File: config.mk
export PLATFORM = sky130hd
export DESIGN_NAME = vlru_set
export DESIGN_NICKNAME = d
export VERILOG_FILES = /design/src/rtl/vlru_pkg.sv /design/src/rtl/vlru_ctrl.sv /design/src/rtl/vlru_dp.sv /design/src/rtl/vlru_set.sv
export SDC_FILE = /design/constraint.sdc
export NUM_CORES = 1
export LEC_CHECK = 0
export ABC_AREA = 1
export BUFFER_PORTS_ARGS = -buffer_cell sky130_fd_sc_hd__buf_2
export CAP_MARGIN = 20
export CELL_PAD_IN_SITES_DETAIL_PLACEMENT = 2
export CELL_PAD_IN_SITES_GLOBAL_PLACEMENT = 2
export CORE_MARGIN = 2
export CORE_UTILIZATION = 25
export CTS_CLUSTER_SIZE = 12
export DETAILED_ROUTE_END_ITERATION = 12
export PLACE_DENSITY_LB_ADDON = 0.1
export SYNTH_ARGS = -nofsm -noshare
export SYNTH_HDL_FRONTEND = slang
export SYNTH_SLANG_ARGS = --single-unit
export TNS_END_PERCENT = 20
File: constraint.sdc
create_clock -name clk -period 24.5 [get_ports clk]
set_input_delay 1.225 -clock clk [delete_from_list [all_inputs] [get_ports clk]]
set_output_delay 1.225 -clock clk [all_outputs]
set_load 0.005 [all_outputs]
File: src/rtl/vlru_pkg.sv
`timescale 1ns/1ps
package vlru_pkg;
  parameter int unsigned WAYS = 8;
  localparam int unsigned WAY_W = (WAYS > 1) ? $clog2(WAYS) : 1;
  localparam logic [WAY_W-1:0] RANK_MRU = WAY_W'(WAYS - 1);
  localparam logic [WAY_W-1:0] RANK_NEXT = WAY_W'(WAYS - 2);

  typedef logic [WAY_W-1:0] way_t;
  typedef logic [WAYS-1:0][WAY_W-1:0] rankVec_t;

  // strobes from the decision logic to the state/response registers
  typedef struct packed {
    logic respond;
    logic touch;
    logic fresh;
    logic isMiss;
    way_t touchWay;
    logic evict;
    way_t evictWay;
    logic move;
    way_t moveSrc;
    way_t moveDst;
    logic swap;
    way_t swapSlow;
    way_t swapFast;
  } strobes_t;

  // rank state after the optional move and the touch of the target way
  function automatic rankVec_t moveAndTouch(rankVec_t r, logic [WAYS-1:0] v, strobes_t s);
    rankVec_t o;
    way_t base;
    o = r;
    base = r[s.touchWay];
    if (s.move) begin
      o[s.moveDst] = r[s.moveSrc];
      base = r[s.moveDst];
    end
    if (s.touch) begin
      for (int i = 0; i < WAYS; i++) begin
        if (v[i] && (way_t'(i) != s.touchWay) && (s.fresh || (o[i] > base)))
          o[i] = o[i] - way_t'(1);
      end
      o[s.touchWay] = RANK_MRU;
    end
    return o;
  endfunction
endpackage

File: src/rtl/vlru_ctrl.sv
`timescale 1ns/1ps
module vlru_ctrl
  import vlru_pkg::*;
(
  input  logic            accValid,
  input  logic            accHit,
  input  way_t            hitWay,
  input  logic [WAYS-1:0] fastMask,
  input  rankVec_t        rank,
  input  logic [WAYS-1:0] valid,
  output strobes_t        strb
);
  function automatic way_t lowestQuick(rankVec_t r, logic [WAYS-1:0] m);
    way_t best;
    way_t bestRank;
    best = '0;
    bestRank = RANK_MRU;
    for (int i = WAYS - 1; i >= 0; i--) begin
      if (m[i] && (r[i] <= bestRank)) begin
        best = way_t'(i);
        bestRank = r[i];
      end
    end
    return best;
  endfunction

  logic     migEn, full, haveFreeQuick;
  way_t     freeQuick, freeSlow, victim, oldQuick, secondWay, midQuick;
  strobes_t core;
  rankVec_t mid;

  assign migEn = (|fastMask) && !(&fastMask);
  assign full  = &valid;

  always_comb begin
    freeQuick = '0;
    freeSlow  = '0;
    haveFreeQuick = 1'b0;
    victim = '0;
    for (int i = WAYS - 1; i >= 0; i--) begin
      if (!valid[i] && fastMask[i]) begin
        freeQuick = way_t'(i);
        haveFreeQuick = 1'b1;
      end
      if (!valid[i] && !fastMask[i]) freeSlow = way_t'(i);
      if (valid[i] && (rank[i] == '0)) victim = way_t'(i);
    end
  end

  assign oldQuick = lowestQuick(rank, fastMask);

  always_comb begin
    core = '0;
    core.respond = accValid;
    if (accValid) begin
      if (accHit) begin
        if (valid[hitWay]) begin
          core.touch = 1'b1;
          core.touchWay = hitWay;
        end
      end else if (!full) begin
        core.touch = 1'b1;
        core.fresh = 1'b1;
        core.isMiss = 1'b1;
        core.touchWay = haveFreeQuick ? freeQuick : freeSlow;
      end else begin
        core.touch = 1'b1;
        core.isMiss = 1'b1;
        core.evict = 1'b1;
        core.evictWay = victim;
        if (migEn && !fastMask[victim]) begin
          core.move = 1'b1;
          core.moveSrc = oldQuick;
          core.moveDst = victim;
          core.touchWay = oldQuick;
        end else begin
          core.touchWay = victim;
        end
      end
    end
  end

  assign mid = moveAndTouch(rank, valid, core);
  assign midQuick = lowestQuick(mid, fastMask);

  always_comb begin
    secondWay = '0;
    for (int i = 0; i < WAYS; i++)
      if (mid[i] == RANK_NEXT) secondWay = way_t'(i);
  end

  always_comb begin
    strb = core;
    if (core.evict && migEn && !fastMask[secondWay] && (midQuick != core.touchWay)) begin
      strb.swap = 1'b1;
      strb.swapSlow = secondWay;
      strb.swapFast = midQuick;
    end
  end
endmodule

File: src/rtl/vlru_dp.sv
`timescale 1ns/1ps
module vlru_dp
  import vlru_pkg::*;
(
  input  logic            clk,
  input  logic            rstN,
  input  strobes_t        strb,
  output rankVec_t        rank,
  output logic [WAYS-1:0] valid,
  output logic            rspValid,
  output logic            fillValid,
  output way_t            fillWay,
  output logic            evictValid,
  output way_t            evictWay,
  output logic            mig0Valid,
  output way_t            mig0Src,
  output way_t            mig0Dst,
  output logic            mig1Valid,
  output way_t            mig1Src,
  output way_t            mig1Dst
);
  rankVec_t nextRank;

  always_comb begin
    nextRank = moveAndTouch(rank, valid, strb);
    if (strb.swap) begin
      nextRank[strb.swapSlow] = nextRank[strb.swapFast];
      nextRank[strb.swapFast] = RANK_NEXT;
    end
  end

  always_ff @(posedge clk) begin
    if (!rstN) begin
      rank       <= '0;
      valid      <= '0;
      rspValid   <= 1'b0;
      fillValid  <= 1'b0;
      fillWay    <= '0;
      evictValid <= 1'b0;
      evictWay   <= '0;
      mig0Valid  <= 1'b0;
      mig0Src    <= '0;
      mig0Dst    <= '0;
      mig1Valid  <= 1'b0;
      mig1Src    <= '0;
      mig1Dst    <= '0;
    end else begin
      rank <= nextRank;
      if (strb.touch) valid[strb.touchWay] <= 1'b1;
      rspValid   <= strb.respond;
      fillValid  <= strb.isMiss;
      fillWay    <= strb.isMiss ? strb.touchWay : '0;
      evictValid <= strb.evict;
      evictWay   <= strb.evictWay;
      mig0Valid  <= strb.move;
      mig0Src    <= strb.moveSrc;
      mig0Dst    <= strb.moveDst;
      mig1Valid  <= strb.swap;
      mig1Src    <= strb.swapSlow;
      mig1Dst    <= strb.swapFast;
    end
  end
endmodule

File: src/rtl/vlru_set.sv
`timescale 1ns/1ps
module vlru_set
  import vlru_pkg::*;
(
  input  logic            clk,
  input  logic            rstN,
  input  logic            accValid,
  input  logic            accHit,
  input  way_t            hitWay,
  input  logic [WAYS-1:0] fastMask,
  output logic            rspValid,
  output logic            fillValid,
  output way_t            fillWay,
  output logic            evictValid,
  output way_t            evictWay,
  output logic            mig0Valid,
  output way_t            mig0Src,
  output way_t            mig0Dst,
  output logic            mig1Valid,
  output way_t            mig1Src,
  output way_t            mig1Dst
);
  strobes_t        strb;
  rankVec_t        rank;
  logic [WAYS-1:0] valid;

  vlru_ctrl u_ctrl (
    .accValid(accValid), .accHit(accHit), .hitWay(hitWay), .fastMask(fastMask),
    .rank(rank), .valid(valid), .strb(strb)
  );

  vlru_dp u_dp (
    .clk(clk), .rstN(rstN), .strb(strb), .rank(rank), .valid(valid),
    .rspValid(rspValid), .fillValid(fillValid), .fillWay(fillWay),
    .evictValid(evictValid), .evictWay(evictWay),
    .mig0Valid(mig0Valid), .mig0Src(mig0Src), .mig0Dst(mig0Dst),
    .mig1Valid(mig1Valid), .mig1Src(mig1Src), .mig1Dst(mig1Dst)
  );
endmodule

==> results of run 1 <==
## placed cells by master (no fill, tap or decap), types with 9 or more instances in the layout
cell type,synthesis,routed
nand2_4,14,14
inv_1,164,163
inv_2,17,18
nor2_1,139,138
nand2_1,313,313
buf_2,0,37
nand4_1,17,17
nand3_2,20,19
o21ai_1,14,15
nor2_4,13,13
ha_1,48,48
nand2_2,43,43
nor3_1,9,9
nand3_1,118,118
a21oi_1,62,62
o21ai_0,92,91
nor4_1,10,10
dfxtp_1,55,55
## state kept, by name, summed over array words and instances (netlist names)
signal,flops
u_dp.mig1Dst,3
u_dp.valid,8
u_dp.fillWay,3
u_dp.mig0Valid,1
u_dp.evictWay,3
u_dp.mig1Valid,1
u_dp.mig1Src,3
u_dp.rank,24
u_dp.fillValid,1
u_dp.rspValid,1
u_dp.mig0Dst,3
u_dp.mig0Src,3
u_dp.evictValid,1
## kinds of logic after synthesis
family | after synthesis | synth area share
and+or+nand+nor | 725 | 0.485
AOI/OAI and AO/OA | 214 | 0.163
buffers and inverters | 202 | 0.116
DFF | 55 | 0.148
adders and majority gates | 48 | 0.0806
xor gates and xnor gates | 6 | 0.00705
## critical path, delay by kind of cell
kind | cells | cell delay [ns]
compound gates | 45 | 7.02
simple gates | 53 | 6.59
fa+ha+maj | 15 | 4.46
buf+inv | 19 | 2.64
## metrics by stage
| step | instance area, um2 | total power [uW] | hold slack, ns |
|---|---|---|---|
| after floorplan | 7450 | 306 | 0.481 |
| after global placement | 8010 | 400 | 0.536 |
| after detailed placement | 8010 | 406 | 0.539 |
| after CTS | 8180 | 498 | 0.555 |
| after global routing | 8200 | 538 | 0.583 |
| final | 8200 | 492 | 0.561 |
## power by group through the flow
stage               clock [uW]  combinational (uW)  sequential [uW]
floorplan                    0                 208             98.7
global placement             0                 294              106
detailed placement           0                 299              106
CTS                       93.2                 301              104
global route              95.6                 338              104
finish                    90.6                 298              104
## final cells by class
class | count | area [um2] | area share
multi-input combinational | 993 | 5500 | 0.671
sequential | 55 | 1100 | 0.134
inverter | 186 | 712 | 0.0868
tap | 390 | 488 | 0.0595
timing repair buffer | 43 | 230 | 0.0281
clock buffer | 6 | 129 | 0.0157
clock inverter | 2 | 38.8 | 0.00473
antenna | 1 | 2.50 | 0.000305
## layer usage
layer	vias up	GRT usage	routed length, um
li1	4178	-	-
met2	136	0.434	18300
met3	51	0.0170	923
met4	0	0.106	1660
met1	4248	0.338	18500
met5	-	0	0
## path summary, 6_finish.rpt
kind | startpoint | endpoint | slack, ns | cells after the start
min reg2reg | u_dp.valid[3] | u_dp.valid[3] | 0.56 | 2
max | fastMask[7] | u_dp.rank[15] | 2.69 | 132
min | u_dp.valid[3] | u_dp.valid[3] | 0.56 | 2
max reg2reg | u_dp.rank[18] | u_dp.rank[15] | 3.25 | 131
## timing repair
action	CTS	global route
hold buffers	0	0
endpoints found under the setup margin	0	25
resized for setup	0	4
==> metrics, run 1 <==
vias per cell 5.14; Final Critical Period 21.81 ns; Chip Height 177 um; mapped cell area 0.00745 mm2; WL final 39300 um; vias 8613; Place WS 1.89 ns; Worst Hold Class flip-flop to flip-flop; critical path type input port to flip-flop; MaxCap Viol Count 0; first-pass GRT wire length 58900 um; Synth Register Bits 55; drt wl/cell 23.5 um; Layout Cells excl Fill 1676; ys async rst share 0; Final Max Slew Viols 0; Pwr Density 60.0 mW/mm2; Post-DRT Antenna Nets 0; unrepaired setup endpoints after global routing no; Comb power frac 0.604; Tcrit/Tclk final 0.890; CP max-delay cell a31oi_1; Syn Area/Cell 5.96 um2; initial antenna violation count 0; First-pass DRT Iterations 5; FILL cells 3718; Synth area leader nand2_1; die footprint 0.0312 mm2; CP max FO 14; Critical Path AT 22.05 ns; P_leak 0.00409 uW; Longest Clk Path Bufs 2; routability cong. 0.886; critical path data required time 24.74 ns; placed cell count 1667; Layout Skew 0.0122 ns; post-route setup slack 2.69 ns; clk sink count 55; post-synthesis cell count 1250; Post-synth EDFFs 0; Nets 1347; clk_lat worst skew 0.32 ns; fin util 0.278; status complete, no violations; Synth Net Count 1313; Fmax achieved 45.8 MHz; switch share 0.533; Post-DP HPWL 32100 um; row count 63; Initial Util 0.253; vias in the first global route 9226; Total GRT Usage 0.257; startpoint types input port; DRT iter0 DRCs 443; H-tree depth 2; Area Growth Syn to Fin 10.1%; Worst VDD drop 0.0319 mV; remaining global-route overflow 0; sequential cell area fraction in the yosys report 0.148; PortBufs 37; max incr delay on CP 0.46 ns; Core Area 0.0295 mm2; slew margin rel. 0.263; top_reg_cell synth dfxtp_1; sw power 263 uW; I/O pin count 38; Synth area leaders nand2_1 (16%), dfxtp_1 (15%), inv_1 (8.3%); layout cells sized above 1 0.157; count leader, synth nand2_1; CTS tree built; Setup Viol. Count Final 0; CP dominant cell by count o21ai_0; yosys warns 0; setup tns final 0 ns; Post-CTS Setup Bufs 0; Worst-path clk slew 0.09 ns; top cells by count, synth nand2_1 (313), inv_1 (164), nor2_1 (139), nand3_1 (118), o21ai_0 (92); largest net degree at the start of global routing 23; distinct cell type count after synthesis 58; Seq pwr share 0.212; Slew @ Worst Pin 1.09 ns; Pint 230 uW; top cell type's share of synthesized area 0.158; Hold Fails Final Rpt 0; Worst setup EP type flip-flop; clock share of power 0.184; DIE WIDTH 177 um; clock root buffer clkbuf_16; drt drc 0; CTS Buf Count 5
Note: power is estimated with default switching activity, not from simulation.
==> inputs of run 2 (changes only) <==
- ABC_AREA: 1 -> default
- CORE_MARGIN: 2 -> 1.5
==> metrics, run 2 <==
status complete, no violations (unchanged); Critical Path AT 23.50 ns (was 22.05 ns); Layout Cells excl Fill 1577 (was 1676); Pint 269 uW (was 230 uW); count leader, synth nand2_1 (unchanged); Nets 1243 (was 1347); CP dominant cell by count ha_1 (was o21ai_0); Worst-path clk slew 0.09 ns (about the same); Layout Skew 0.0148 ns (was 0.0122 ns); setup tns final 0 ns (unchanged); vias 9533 (was 8613); CP Buf/Inv Count 7 (was 19); placed cell count 1531 (was 1667); Setup crit end u_dp.rank[21] (was u_dp.rank[15]); max reg flops 24 (unchanged); Synth area leader dfxtp_1 (was nand2_1); first-pass GRT wire length 64700 um (was 58900 um); drt wl/cell 27.8 um (was 23.5 um); CP startpoint fastMask[7] (unchanged); CP max FO 10 (was 14); Final Critical Period 23.28 ns (was 21.81 ns); clk_lat worst skew 0.32 ns (about the same); ys async rst share 0 (unchanged); Slew @ Worst Pin 1.13 ns (was 1.09 ns); max incr delay on CP 0.41 ns (was 0.46 ns); routability cong. 0.925 (was 0.886); top cells by count, synth nand2_1 (117), nor2_1 (109), a21oi_1 (69), o21ai_0 (58), dfxtp_1 (55) (was nand2_1 (313), inv_1 (164), nor2_1 (139), nand3_1 (118), o21ai_0 (92)); Post-DP HPWL 34400 um (was 32100 um); MaxCap Viol Count 0 (unchanged); Final Max Slew Viols 0 (unchanged); Critical R2R Launch u_dp.rank[21] (was u_dp.rank[18]); I/O pin count 38 (unchanged); mapped cell area 0.00790 mm2 (was 0.00745 mm2); Worst Hold Class flip-flop to flip-flop (unchanged); DIE WIDTH 181 um (was 177 um); CTS Buf Count 5 (unchanged); yosys warns 0 (unchanged); hold buffers post-CTS 0 (unchanged); most frequent cells in the layout nand2_1 (109), nor2_1 (103), buf_4 (77) (was nand2_1 (313), inv_1 (163), nor2_1 (138)); Synth Register Bits 55 (unchanged); WL final 43800 um (was 39300 um); layout cells sized above 1 0.219 (was 0.157); clock share of power 0.144 (was 0.184); Largest Register u_dp.rank (unchanged); Post-DRT Antenna Nets 0 (unchanged); antenna cells 0 (was 1); sequential cell area fraction in the yosys report 0.139 (was 0.148); P_leak 0.00368 uW (was 0.00409 uW); switch share 0.513 (was 0.533); vias per cell 6.05 (was 5.14); clk sink count 55 (unchanged); First-pass DRT Iterations 5 (unchanged); Pwr Density 58.4 mW/mm2 (was 60.0 mW/mm2); slew margin rel. 0.243 (was 0.263); Fmax achieved 43.0 MHz (was 45.8 MHz); commonest non-fill, non-tap cell in the layout nand2_1 (unchanged); die footprint 0.0327 mm2 (was 0.0312 mm2); Syn Area/Cell 7.12 um2 (was 5.96 um2); Synth Net Count 1173 (was 1313); cell family with most CP delay compound AO/OA/AOI/OAI gates (unchanged); Tcrit/Tclk final 0.950 (was 0.890); Core Area 0.0308 mm2 (was 0.0295 mm2); remaining global-route overflow 0 (unchanged); Top Registers u_dp.rank (24), u_dp.valid (8) (unchanged); Hold Fails Final Rpt 0 (unchanged); startpoint types input port (unchanged); Place WS -1.52 ns (was 1.89 ns); drt drc 0 (unchanged); post-synthesis cell count 1110 (was 1250); top_reg_cell synth dfxtp_1 (unchanged); Setup Viol. Count Final 0 (unchanged); Worst R2R Path Depth 124 (was 131); CP max-delay cell a2111o_1 (was a31oi_1); clock root buffer clkbuf_16 (unchanged); largest net degree at the start of global routing 30 (was 23); initial antenna violation count 2 (was 0); DRT iter0 DRCs 600 (was 443); Post-synth EDFFs 0 (unchanged); Chip Height 181 um (was 177 um); vias in the first global route 9800 (was 9226); top cell type's share of synthesized area 0.139 (was 0.158); critical path data required time 24.72 ns (was 24.74 ns); row count 64 (was 63); Comb power frac 0.669 (was 0.604); reg-to-reg endpoint u_dp.rank[21] (was u_dp.rank[15]); post-route setup slack 1.22 ns (was 2.69 ns); critical path type input port to flip-flop (unchanged); Total GRT Usage 0.263 (was 0.257); sw power 283 uW (was 263 uW); PortBufs 37 (unchanged); setup slack, reg-to-reg 1.66 ns (was 3.25 ns); H-tree depth 2 (unchanged); distinct cell type count after synthesis 110 (was 58); Longest Clk Path Bufs 2 (unchanged); Levels on crit path 124 (was 132); Worst VDD drop 0.0379 mV (was 0.0319 mV); Area Growth Syn to Fin 19.7% (was 10.1%); Seq pwr share 0.187 (was 0.212); CTS tree built (unchanged); Worst setup EP type flip-flop (unchanged); Synth area leaders dfxtp_1 (14%), ha_1 (7.6%), nand2_1 (5.6%) (was nand2_1 (16%), dfxtp_1 (15%), inv_1 (8.3%)); Initial Util 0.256 (was 0.253)
-- run 2: changes by cell type after synthesis, moves of 30 or more --
cell | previous run | this run
inv_1 | 164 | 54
nor2_1 | 139 | 109
o21ai_0 | 92 | 58
clkbuf_1 | 3 | 34
nand2_2 | 43 | 0
nand2_1 | 313 | 117
nor3_1 | 9 | 41
nand3_1 | 118 | 37
-- run 2: area by class of cell --
class	instances	area, um2
timing repair buffer	115	783
inverter	54	203
clock inverter	3	27.5
multi-input combinational	949	6730
sequential	55	1100
fill	3652	21400
tap	396	495
clock buffer	5	125
-- run 2: how the worst min path moves through the flow --
| stage | from | to | cells after the start | slack, ns |
|---|---|---|---|---|
| after global routing | u_dp.valid[0] | u_dp.valid[0] | 2 | 0.70 |
| after global placement | u_dp.valid[0] | u_dp.valid[0] | 2 | 0.65 |
| after floorplan | u_dp.valid[2] | u_dp.valid[2] | 2 | 0.52 |
| after CTS | u_dp.valid[0] | u_dp.valid[0] | 2 | 0.67 |
| final | u_dp.valid[0] | u_dp.valid[0] | 2 | 0.68 |
| after detailed placement | u_dp.valid[0] | u_dp.valid[0] | 2 | 0.66 |
-- run 2: stage by stage --
| step | utilization | total power, uW | instance area [um2] | hold slack, ns |
|---|---|---|---|---|
| after global placement | 0.280 | 422 | 8640 | 0.654 |
| after floorplan | - | 319 | 7900 | 0.522 |
| after global routing | 0.307 | 592 | 9460 | 0.704 |
| final | 0.307 | 552 | 9460 | 0.675 |
| after CTS | 0.291 | 522 | 8970 | 0.671 |
| after detailed placement | 0.280 | 429 | 8640 | 0.659 |
-- run 2: worst reg2reg max path: cells and delay by family (launching register included) --
family / cells / cell delay (ns)
multiplexers: 4 / 1.18
adder cells (fa/ha/maj): 16 / 4.72
flip-flops: 1 / 0.31
AO/OA/AOI/OAI: 54 / 9.46
buffers and inverters: 7 / 0.95
XOR/XNOR: 1 / 0.15
AND/OR/NAND/NOR: 42 / 5.98
-- run 2: timing repair --
item	4_1_cts	5_1_grt
resized for setup	29	61
pin swaps	2	21
setup endpoints to repair	31	31
buffers inserted	7	30
gates cloned	0	1
-- run 2: cells by family after synthesis --
family | after synthesis | synth area share
buffers and inverters | 107 | 0.0573
xor gates and xnor gates | 13 | 0.0144
DFF | 55 | 0.139
muxes | 35 | 0.0504
AOI/OAI and AO/OA | 401 | 0.371
and+or+nand+nor | 446 | 0.284
adders and majority gates | 53 | 0.0827
-- run 2: power by group through the flow --
stage	combinational [uW]	sequential, uW	clock [uW]
after floorplan	222	97.4	0
after global placement	317	105	0
after detailed placement	324	105	0
after CTS	336	103	82.5
after global routing	404	104	84.4
final	369	103	79.4
-- run 2: layer usage --
layer  vias up  routed length [um]  share of wire  global-route usage
met1      4856               19600           0.45               0.340
met4         0                1170          0.027              0.0629
met3        46                1570          0.036              0.0191
li1       4390                   -              -                   -
met5         -                   0              0                   0
met2       241               21400           0.49               0.473
==> inputs of run 3 (changes only) <==
- clock period: 24.5 -> 23.5 ns (I/O delays scaled with it)
==> metrics, run 3 (synthesis results as in run 2) <==
P_leak 0.00388 uW (was 0.00368 uW); Total GRT Usage 0.268 (was 0.263); post-route setup slack 1.05 ns (was 1.22 ns); Worst VDD drop 0.0446 mV (was 0.0379 mV); vias in the first global route 9906 (was 9800); met1 WL 19800 um (was 19600 um); Met2 Wirelength 21900 um (was 21400 um); WL final 44700 um (was 43800 um); Place WS -1.17 ns (was -1.52 ns); slew margin rel. 0.187 (was 0.243); MaxCap Viol Count 0 (unchanged); Hold EP u_dp.valid[0] (unchanged); CP max-delay cell a2111o_1 (unchanged); Area Growth Syn to Fin 24.3% (was 19.7%); hold buffers post-CTS 0 (unchanged); Worst Hold Class flip-flop to flip-flop (unchanged); vias per cell 5.99 (was 6.05); Top Registers u_dp.rank (24), u_dp.valid (8) (unchanged); FILL cells 3615 (was 3652); most frequent cells in the layout nand2_1 (106), buf_4 (105), nor2_1 (103) (was nand2_1 (109), nor2_1 (103), buf_4 (77)); reg-to-reg endpoint u_dp.rank[19] (was u_dp.rank[21]); Nets 1274 (was 1243); DRT iter0 DRCs 566 (was 600); largest net degree at the start of global routing 30 (unchanged); Chip Height 181 um (unchanged); CP max FO 8 (was 10); Multi-input gate area 0.00684 mm2 (was 0.00673 mm2); Worst R2R Path Depth 123 (was 124); Largest Register u_dp.rank (unchanged); dpl cell area 0.00885 mm2 (was 0.00864 mm2); PortBufs 37 (unchanged); critical path type input port to flip-flop (unchanged); Final Critical Period 22.45 ns; layout cells sized above 1 0.252 (was 0.219); remaining global-route overflow 0 (unchanged); H-tree depth 2 (unchanged); antenna cells 0 (unchanged); drt drc 0 (unchanged); die footprint 0.0327 mm2 (unchanged); vias 9624 (was 9533); Detail Route met3 WL 1600 um (was 1570 um); status complete, no violations (unchanged); first-pass GRT wire length 66000 um (was 64700 um); Post-DRT Antenna Nets 0 (unchanged); top routing layer in use met4 (unchanged); Pwr Density 61.0 mW/mm2 (was 58.4 mW/mm2); Critical Path AT 22.65 ns (was 23.50 ns); setup slack, reg-to-reg 1.31 ns (was 1.66 ns); clk_lat worst skew 0.31 ns (was 0.32 ns); initial antenna violation count 0 (was 2); I/O pin count 38 (unchanged); CTS Buf Count 5 (unchanged); Longest Clk Path Bufs 2 (unchanged); final instance area 0.00982 mm2 (was 0.00946 mm2); clk sink count 55 (unchanged); DIE WIDTH 181 um (unchanged); Worst setup EP type flip-flop (unchanged); max reg flops 24 (unchanged); Tcrit/Tclk final 0.955; routability cong. 0.921 (was 0.925); Hold Fails Final Rpt 0 (unchanged); First-pass DRT Iterations 5 (unchanged); Sequential cell area 0.00110 mm2 (unchanged); critical path data required time 23.70 ns (was 24.72 ns); max incr delay on CP 0.40 ns (was 0.41 ns); Worst Min Path Start u_dp.valid[0] (unchanged); clock root buffer clkbuf_16 (unchanged); startpoint types input port (unchanged); Setup Viol. Count Final 0 (unchanged); Post-DP HPWL 35400 um (was 34400 um); commonest non-fill, non-tap cell in the layout nand2_1 (unchanged); row count 64 (unchanged); drt wl/cell 27.8 um (about the same); Core Area 0.0308 mm2 (unchanged); Layout Skew 0.0146 ns (was 0.0148 ns); Worst-path clk slew 0.09 ns (about the same); CP dominant cell by count o21a_1 (was ha_1); Fmax achieved 44.5 MHz; Slew @ Worst Pin 1.22 ns (was 1.13 ns); CTS tree built (unchanged); Initial Util 0.256 (unchanged); hold path depth 2 (unchanged); Critical R2R Launch u_dp.rank[21] (unchanged); Final Max Slew Viols 0 (unchanged)
-- run 3: changes by cell type in the layout (fill, tap and decap cells not counted), sizes merged --
cell / previous run / this run
buf: 115 / 146
a31o: 9 / 8
clkbuf: 5 / 6
-- run 3: layer usage --
layer,track usage,up-vias
met4,0.0807,0
met5,0,-
met3,0.0240,59
met1,0.344,4923
met2,0.472,200
li1,-,4442
-- run 3: cell type report --
type / instances / area share
multi-input cells: 948 / 0.697
flip-flops and latches: 55 / 0.112
repair buffers: 147 / 0.104
well taps: 396 / 0.0505
inverters: 54 / 0.0209
clock buffers: 5 / 0.0127
clock inverters: 3 / 0.00280
-- run 3: timing repair --
action	4_1_cts	5_1_grt
cloned	0	0
setup buffers	10	31
endpoints found under the setup margin	31	31
pin swaps	3	54
resized for setup	20	101
-- run 3: through the flow --
| step | power (uW) | setup TNS (ns) | util | std cells | hold WS [ns] |
|---|---|---|---|---|---|
| 3_5_place_dp | 460 | -29.00 | 0.287 | 1558 | 0.649 |
| 2_1_floorplan | 333 | 0 | - | 1110 | 0.522 |
| 6_report | 599 | 0 | 0.319 | 1608 | 0.676 |
| 3_3_place_gp | 452 | -7.82 | 0.287 | 1558 | 0.655 |
| 4_1_cts | 554 | 0 | 0.297 | 1576 | 0.665 |
| 5_1_grt | 642 | -4.72 | 0.319 | 1608 | 0.708 |
-- run 3: worst max path at each step --
| stage | startpoint | to | slack [ns] |
|---|---|---|---|
| 2_1_floorplan | fastMask[7] | u_dp.rank[4] | 0.06 |
| 3_3_place_gp | fastMask[7] | u_dp.rank[3] | -0.50 |
| 3_5_place_dp | fastMask[7] | u_dp.rank[21] | -1.17 |
| 4_1_cts | fastMask[7] | u_dp.rank[19] | 0.04 |
| 5_1_grt | fastMask[7] | u_dp.rank[3] | -0.25 |
| 6_report | fastMask[7] | u_dp.rank[19] | 1.05 |
-- run 3: critical path: cells and delay by family --
kind	cells	cell delay (ns)
AO/OA/AOI/OAI	53	9.12
XOR/XNOR	1	0.13
adder cells (fa/ha/maj)	16	4.43
buffers and inverters	11	1.26
multiplexers	5	1.52
AND/OR/NAND/NOR	38	4.96
-- run 3: where the power goes --
group | internal, uW | total, uW | switching (uW)
clock | 40.7 | 82.5 | 41.8
combinational | 160 | 409 | 249
sequential | 96.3 | 108 | 11.6
